**config.mk**
```make
export PLATFORM = sky130hd
export DESIGN_NAME = opnd_mem_writer
export DESIGN_NICKNAME = d
export VERILOG_FILES = /design/src/rtl/opw_pkg.sv /design/src/rtl/opw_seq.sv /design/src/rtl/opw_len_track.sv /design/src/rtl/opw_addr_gen.sv /design/src/rtl/opnd_mem_writer.sv
export SDC_FILE = /design/constraint.sdc
export NUM_CORES = 1
export LEC_CHECK = 0
export ABC_AREA = 1
export BUFFER_PORTS_ARGS = -buffer_cell sky130_fd_sc_hd__buf_2
export CORE_UTILIZATION = 50
export DETAILED_ROUTE_END_ITERATION = 6
export PLACE_DENSITY = 0.86
export SYNTH_ARGS = -nofsm -noshare
export SYNTH_HDL_FRONTEND = slang
export SYNTH_SLANG_ARGS = --single-unit
```
**constraint.sdc**
```tcl
create_clock -name clk -period 2.62 [get_ports clk]
set_input_delay 0.393 -clock clk [delete_from_list [all_inputs] [get_ports clk]]
set_output_delay 0.393 -clock clk [all_outputs]
set_load 0.1 [all_outputs]
```
**src/rtl/opw_pkg.sv**
```systemverilog
package opw_pkg;
  typedef enum logic [1:0] {
    ST_IDLE  = 2'd0,
    ST_FETCH = 2'd1,
    ST_WRITE = 2'd2,
    ST_DONE  = 2'd3
  } opw_state_t;

  localparam logic [2:0] FC_USER_DATA = 3'b001;
  localparam logic [2:0] FC_SUPV_DATA = 3'b101;
endpackage

```
**src/rtl/opw_seq.sv**
```systemverilog
module opw_seq
  import opw_pkg::*;
(
  input  logic       clk,
  input  logic       rst_n,
  input  logic       cmd_valid,
  input  logic       len_zero,
  input  logic       opnd_valid,
  input  logic       mem_ack,
  input  logic       last_part,
  output opw_state_t state,
  output logic       accept,
  output logic       take_word,
  output logic       write_done
);
  opw_state_t nxt;

  assign accept     = (state == ST_IDLE)  && cmd_valid;
  assign take_word  = (state == ST_FETCH) && opnd_valid;
  assign write_done = (state == ST_WRITE) && mem_ack;

  always_comb begin
    nxt = state;
    unique case (state)
      ST_IDLE:  if (accept) nxt = len_zero ? ST_DONE : ST_FETCH;
      ST_FETCH: if (take_word) nxt = ST_WRITE;
      ST_WRITE: if (write_done) nxt = last_part ? ST_DONE : ST_FETCH;
      ST_DONE:  nxt = ST_IDLE;
      default:  nxt = ST_IDLE;
    endcase
  end

  always_ff @(posedge clk) begin
    if (!rst_n) state <= ST_IDLE;
    else        state <= nxt;
  end
endmodule

```
**src/rtl/opw_len_track.sv**
```systemverilog
module opw_len_track #(
  parameter int LEN_W = 8,
  parameter int BPW   = 4,
  localparam int SZ_W = $clog2(BPW + 1)
) (
  input  logic             clk,
  input  logic             rst_n,
  input  logic             load,
  input  logic [LEN_W-1:0] load_len,
  input  logic             step,
  output logic [SZ_W-1:0]  part_size,
  output logic             last_part
);
  logic [LEN_W-1:0] remain;
  logic             full_word;

  assign full_word = remain >= LEN_W'(BPW);
  assign part_size = full_word ? SZ_W'(BPW) : SZ_W'(remain);
  assign last_part = remain <= LEN_W'(BPW);

  always_ff @(posedge clk) begin
    if (!rst_n)    remain <= '0;
    else if (load) remain <= load_len;
    else if (step) remain <= remain - LEN_W'(part_size);
  end
endmodule

```
**src/rtl/opw_addr_gen.sv**
```systemverilog
module opw_addr_gen #(
  parameter int ADDR_W = 32,
  parameter int SZ_W   = 3
) (
  input  logic              clk,
  input  logic              rst_n,
  input  logic              load,
  input  logic [ADDR_W-1:0] base,
  input  logic              step,
  input  logic [SZ_W-1:0]   step_size,
  output logic [ADDR_W-1:0] cur_addr
);
  always_ff @(posedge clk) begin
    if (!rst_n)    cur_addr <= '0;
    else if (load) cur_addr <= base;
    else if (step) cur_addr <= cur_addr + ADDR_W'(step_size);
  end
endmodule

```
**src/rtl/opnd_mem_writer.sv**
```systemverilog
module opnd_mem_writer
  import opw_pkg::*;
#(
  parameter int ADDR_W = 32,
  parameter int DATA_W = 32,
  parameter int LEN_W  = 8,
  localparam int BPW   = DATA_W / 8,
  localparam int SZ_W  = $clog2(BPW + 1)
) (
  input  logic              clk,
  input  logic              rst_n,
  input  logic              cmd_valid,
  output logic              cmd_ready,
  input  logic [LEN_W-1:0]  cmd_len,
  input  logic              cmd_ca,
  input  logic              cmd_pc,
  input  logic              cmd_super,
  input  logic [ADDR_W-1:0] ea_addr,
  input  logic              ea_valid,
  output logic              cap_ca,
  output logic              cap_pc,
  output logic              undef_flag,
  input  logic              opnd_valid,
  output logic              opnd_ready,
  input  logic [DATA_W-1:0] opnd_data,
  output logic              mem_req,
  input  logic              mem_ack,
  output logic [ADDR_W-1:0] mem_addr,
  output logic [SZ_W-1:0]   mem_size,
  output logic [DATA_W-1:0] mem_data,
  output logic [2:0]        mem_fc,
  output logic              done
);
  opw_state_t       state;
  logic             accept, take_word, write_done, last_part;
  logic [SZ_W-1:0]  part_size;
  logic [DATA_W-1:0] word_q;
  logic [2:0]       fc_q;

  opw_seq u_seq (
    .clk(clk), .rst_n(rst_n), .cmd_valid(cmd_valid),
    .len_zero(cmd_len == '0), .opnd_valid(opnd_valid), .mem_ack(mem_ack),
    .last_part(last_part), .state(state), .accept(accept),
    .take_word(take_word), .write_done(write_done)
  );

  opw_len_track #(.LEN_W(LEN_W), .BPW(BPW)) u_len (
    .clk(clk), .rst_n(rst_n), .load(accept), .load_len(cmd_len),
    .step(write_done), .part_size(part_size), .last_part(last_part)
  );

  opw_addr_gen #(.ADDR_W(ADDR_W), .SZ_W(SZ_W)) u_addr (
    .clk(clk), .rst_n(rst_n), .load(accept), .base(ea_addr),
    .step(write_done), .step_size(part_size), .cur_addr(mem_addr)
  );

  always_ff @(posedge clk) begin
    if (!rst_n) begin
      fc_q       <= FC_USER_DATA;
      cap_ca     <= 1'b0;
      cap_pc     <= 1'b0;
      undef_flag <= 1'b0;
    end else if (accept) begin
      fc_q       <= cmd_super ? FC_SUPV_DATA : FC_USER_DATA;
      cap_ca     <= cmd_ca;
      cap_pc     <= cmd_pc;
      undef_flag <= !ea_valid;
    end
  end

  always_ff @(posedge clk) begin
    if (!rst_n)         word_q <= '0;
    else if (take_word) word_q <= opnd_data;
  end

  assign cmd_ready  = (state == ST_IDLE);
  assign opnd_ready = (state == ST_FETCH);
  assign mem_req    = (state == ST_WRITE);
  assign done       = (state == ST_DONE);
  assign mem_size   = part_size;
  assign mem_data   = word_q;
  assign mem_fc     = fc_q;
endmodule

```
# Word-level counts from Yosys, hierarchy flattened

Index checks and enable logic that the tools add are counted.

Flip-flop bits (word level): 80
Output and inout bits: 77
Logic and storage cells: 38

Add/subtract/negate cells: 2
Reduce and logical (&&, ||, !) cells: 8
Magnitude comparators: 2
Muxes and demuxes: 12
Equality and inequality tests: 6

Operator list:

| operator                                                                            | count |
|---|---|
| 32-bit two-way mux                                                                  | 2 |
| 32-bit by 3-bit adder with 32-bit output                                            | 1 |
| 8-bit two-way mux                                                                   | 2 |
| 2-bit two-way mux                                                                   | 5 |
| 8-bit by 3-bit greater-or-equal comparator with 1-bit output, second input constant | 1 |
| 8-bit by 3-bit less-or-equal comparator with 1-bit output, second input constant    | 1 |
| 8-bit zero test                                                                     | 1 |
| 2-bit one-hot mux with 4 select lines                                               | 1 |
| 8-bit by 3-bit subtractor with 8-bit output                                         | 1 |
| 3-bit two-way mux                                                                   | 2 |
| 2-bit by 1-bit != test with 1-bit output, second input constant                     | 3 |
| 2-bit equality test, second input constant                                          | 2 |
| 1-bit logical AND                                                                   | 3 |
| 3-bit AND reduction                                                                 | 1 |
| 2-bit by 1-bit equality test with 1-bit output, second input constant               | 1 |
| 2-bit zero test                                                                     | 1 |
| 2-bit nonzero test                                                                  | 1 |
| 1-bit zero test                                                                     | 1 |

# Logic depth before layout (Yosys ltp)

Depth after elaboration: 5
Depth in mapped cells: 16

# Modules after synthesis

A second synthesis with hierarchy kept.

Cell total of the unflattened synthesis: 635
Area, all modules: 4,255.3 um2

Modules (own cells, without submodules):

| module          | cells each | instances | area an instance (um2) |
|---|---|---|---|
| opw_addr_gen    | 361        | 1         | 2,250.9 |
| opnd_mem_writer | 174        | 1         | 1,308.8 |
| opw_len_track   | 76         | 1         | 555.5 |
| opw_seq         | 24         | 1         | 140.1 |

# Least setup slack after synthesis

OpenSTA, ideal clock, no wires.

Path kind: register to register
Start: reg u_len.remain[6]
End: reg u_addr.cur_addr[28]
Path slack: -1.526 ns
Arrival time: 4.018 ns
Library setup time: 0.128 ns
Path buffers: 0
Cell stages (with the launch flop): 15
Path through: dfxtp_1 nor2_1 nand3_2 nor2_1 ha_1 fa_1 nand3_1 nand2_2 inv_1 nor2_4 nand2_1 nand2_1 nand2_1 a21oi_1 nor2_1

Longest elaborated chain between the ends: 5

Ends and longest elaborated chain:

| what                                                         | RTL line              | RTL |
|---|---|---|
| start: declaration                                           | opw_len_track.sv:14   | `logic [LEN_W-1:0] remain;` |
| start signal: assignment                                     | opw_len_track.sv:23   | `else if (load) remain <= load_len;` |
| start signal: assignment                                     | opw_len_track.sv:24   | `else if (step) remain <= remain - LEN_W'(part_size);` |
| 8-bit by 3-bit greater-or-equal comparator with 1-bit output | opw_len_track.sv:17   | `assign full_word = remain >= LEN_W'(BPW);` |
| 3-bit two-way mux                                            | opw_len_track.sv:18   | `assign part_size = full_word ? SZ_W'(BPW) : SZ_W'(remain);` |
| net mem_size[2]                                              | opnd_mem_writer.sv:29 | `output logic [SZ_W-1:0] mem_size,` |
| 32-bit by 3-bit adder with 32-bit output                     | opw_addr_gen.sv:16    | `else if (step) cur_addr <= cur_addr + ADDR_W'(step_size);` |
| 32-bit two-way mux                                           | opw_addr_gen.sv:16    |  |
| 32-bit two-way mux                                           | opw_addr_gen.sv:15    | `else if (load) cur_addr <= base;` |
| end signal: assignment                                       | opw_addr_gen.sv:15    |  |
| end signal: assignment                                       | opw_addr_gen.sv:16    |  |
| end: declaration                                             | opw_addr_gen.sv:11    | `output logic [ADDR_W-1:0] cur_addr` |

The timed path passes the listed nets, and every way through them passes these cells. The select of a mux whose other input is x is not followed.
A chain may end at the register's enable or synchronous reset.

# Final worst setup path

Start: reg u_len.remain[4]
End: reg u_addr.cur_addr[14]

Longest elaborated chain between the ends: 5

Ends and longest elaborated chain:

| what                                                         | RTL line |
|---|---|
| 8-bit by 3-bit greater-or-equal comparator with 1-bit output | opw_len_track.sv:17 |
| 3-bit two-way mux                                            | opw_len_track.sv:18 |
| 32-bit by 3-bit adder with 32-bit output                     | opw_addr_gen.sv:16 |
| 32-bit two-way mux                                           | opw_addr_gen.sv:16 |
| 32-bit two-way mux                                           | opw_addr_gen.sv:15 |

Every way passes these cells. The select of a mux whose other input is x is not followed.

==> impl_metrics.csv <==
group,metric,value,unit
global_route,grt_use_total,27.4,%
routing,ant_nets,0,
placed_design,post-dp-hpwl,9060,um
setup_path,slowest_stage,"dfxtp_1",
setup_path,crit_arrival,2.43,ns
clocking,cts_setup_buffers,0,
placed_design,io_buffers,155,
die,start_util,52.5,%
logic_synthesis,syn_avg_cell_area,6.57,sq um
die,coreArea,8380,sq um
logic_synthesis,ys_warn_count,0,
finish,final_cell_mix,"nand2_1 (198), buf_2 (155), dfxtp_1 (75)",
timing,setup_viol,0,
routing,drc,0,
logic_synthesis,synth_edf_count,0,
clocking,cts_htree_levels,3,
global_route,gr-total-overflow,0,
global_route,grt_max_degree,47,
finish,drive_gt1_share,26.9,%
finish,final_common_cell,"nand2_1",
clocking,ctsHoldBuffers,0,
logic_synthesis,yosys.area.top_type,"dfxtp_1",
finish,syn_to_final_growth,24.1,%
global_route,grt_pass1_wl,19800,um
logic_synthesis,async_flop_share,0,%
logic_synthesis,synthesis.area,4400,sq um
logic_synthesis,synth_xor_area_share,1.59,%
die,die_area,9180,sq um
timing,finalSetupTns,0,ns
routing,via_per_inst,5.30,
finish,nFillCells,766,
pwr,p_leak,2.44,nW
setup_path,worstPathRequired,2.90,ns
placed_design,gp_congestion,0.931,
logic_synthesis,synth_compound_area_share,15.5,%
timing,timing_hold_violations_final,0,
setup_path,crit_chain,"nor2_4 > nand3_4 > nor2_4 > ha_4 > fa_2 > nand3_2 > nand2_4 > nand3_4 > nor2_4 > xor2_1 > nand2_1 > a21oi_2",
min_path,hold_path.class,"input port to register",
logic_synthesis,yosys.area.top_type_share,35.5,%
timing,maxSlewViolCount,0,
timing,worst_slew_pin_slew,0.578,ns
pwr,peakVddDrop,0.000417,V
logic_synthesis,synthAdderAreaFrac,1.59,%
finish,nNetsFinal,894,
clocking,cts_sinks,78,
die,ios,158,
global_route,grt_pass1_vias,4486,
routing,drtPass1Iterations,5,
routing,drt-initial-drc-count,226,
timing,period_share,81.8,%
logic_synthesis,synth_ff_type,"dfxtp_1",
setup_path,crit_buf_inv,0,
setup_path,critPathMaxStageDelay,0.36,ns
logic_synthesis,yosysSeqAreaShare,35.5,%
logic_synthesis,synth_area_leaders,"dfxtp_1 (35%), nand2_1 (17%), nand3_1 (7.5%)",
finish,insertedDiodeCount,0,
clocking,clock_latency,0.35,ns
setup_path,worst_setup_path_end_kind,"register",
timing,max-slew-margin-rel,61.5,%
setup_path,path_max_fanout,7,
timing,clock_skew,0.0141,ns
die,fp.dieH,95.8,um
setup_path,critical_path_class,"register to register",
die,die_w,95.8,um
routing,wl,12500,um
finish,regArea,1570,sq um
job,cap_violations,0,
clocking,cts_tree,"built",
logic_synthesis,synth_simple_gate_area_share,35.9,%
clocking,cts_root_buf,"clkbuf_8",
routing,wire_per_inst,13.6,um
pwr,p_per_area,729,nW/um^2
die,rows,33,
clocking,cts_made_buffers,9,
logic_synthesis,netlist_instances,670,
logic_synthesis,synth.area.mux_share,0,%
finish,multi_input_area,2500,sq um
clocking,clockBufferDepth,2,
logic_synthesis,synth_top_family_by_area,"simple AND/OR/NAND/NOR gates",
timing,fmax,467,MHz
routing,vias,4862,
pwr,p_total,3.98,mW
logic_synthesis,synth_seq_cells,78,
clocking,clk_pin_slew,0.09,ns
timing,rsz0062_at_grt,"false",
status,status,"finished clean",
timing,final.min_clock_period,2.14,ns
setup_path,cp-start-kind,"register",
clocking,cts_resized,0,
logic_synthesis,yosysUniqueCellTypes,38,
global_route,antenna_found_initial,0,
setup_path,critical_path.top_delay_family,"simple AND/OR/NAND/NOR gates",
setup_path,worst_path_most_repeated_cell,"nor2_4",
==> report_power, final <==
group          internal, mW  total [mW]  leakage, nW  switching, mW
logic                 0.326        1.57         1.70           1.24
registers              1.29        1.42        0.639          0.127
clock network         0.536       0.992        0.106          0.456
total                  2.15        3.98         2.44           1.83
==> area by class of cell <==
type                            instances  share of cell area [%]
Clock inverter                          6                    1.58
Inverter                               62                    4.40
Timing Repair Buffer                  158                    14.8
Multi-Input combinational cell        499                    45.8
Tap cell                              105                    2.41
Sequential cell                        78                    28.7
Clock buffer                           10                    2.34
==> worst reg2reg max path: cells and delay by family, from the launching register on <==
kind / cells / cell delay (ns)
AO/OA/AOI/OAI: 1 / 0.13
adder cells (fa/ha/maj): 2 / 0.38
AND/OR/NAND/NOR: 8 / 1.07
XOR/XNOR: 1 / 0.15
flip-flops: 1 / 0.36
==> Yosys cell counts (3+ instances only) <==
| master | instances |
|---|---|
| ha_1 | 4 |
| buf_4 | 5 |
| a31oi_1 | 9 |
| inv_2 | 4 |
| nor2_1 | 67 |
| buf_6 | 5 |
| nand3_1 | 66 |
| nand2_2 | 6 |
| o31ai_1 | 3 |
| nor2_4 | 5 |
| xor2_1 | 6 |
| clkbuf_1 | 12 |
| dfxtp_1 | 78 |
| inv_1 | 56 |
| nand3_2 | 3 |
| o21ai_1 | 8 |
| nor3_1 | 3 |
| a22o_1 | 4 |
| a21oi_2 | 3 |
| buf_2 | 10 |
| o21ai_0 | 26 |
| nor2_2 | 5 |
| a21oi_1 | 62 |
| nand2_1 | 198 |
==> layer usage <==
metal | vias up | GRT usage [%] | routed length [um] | part of all wire, %
met3 | 39 | 6.32 | 1100 | 8.8
li1 | 2434 | - | - | -
met1 | 2157 | 31.7 | 5110 | 41
met2 | 232 | 47.0 | 5830 | 47
met4 | 0 | 14.6 | 418 | 3.4
met5 | - | 0 | 0 | 0
==> state kept, by name, indices dropped and copies added (netlist names) <==
register and count:
mem_data 32, u_addr.cur_addr 32, u_len.remain 8, u_seq.state 2
cap_ca 1, cap_pc 1, mem_fc 1, undef_flag 1
==> final timing paths <==
| kind | startpoint | endpoint | slack (ns) | cells after the start |
|---|---|---|---|---|
| max | u_len.remain[4] | u_addr.cur_addr[14] | 0.48 | 12 |
| min | ea_valid | undef_flag | 0.21 | 2 |
| max reg2reg | u_len.remain[4] | u_addr.cur_addr[14] | 0.48 | 12 |
| min reg2reg | mem_data[7] | mem_data[7] | 0.47 | 2 |
==> logic make-up (layout without fill, tap and decap cells) <==
family,count (synthesis),after routing
buffers and inverters,94,236
and+or+nand+nor,361,361
adders and majority gates,5,5
xor gates and xnor gates,8,8
other,2,3
AOI/OAI and AO/OA,122,122
DFF,78,78
==> per-stage QoR <==
stage	hold slack (ns)	std cells	setup slack (ns)	instance area [sq um]	util (%)
after floorplan	0.458	671	-0.238	4490	-
after global placement	0.446	902	0.585	5250	62.6
after detailed placement	0.453	902	0.498	5250	62.6
after CTS	0.201	918	0.479	5460	65.1
after global routing	0.205	918	0.281	5460	65.1
final	0.208	918	0.478	5460	65.1
Note: power is estimated with default switching activity, not from simulation.
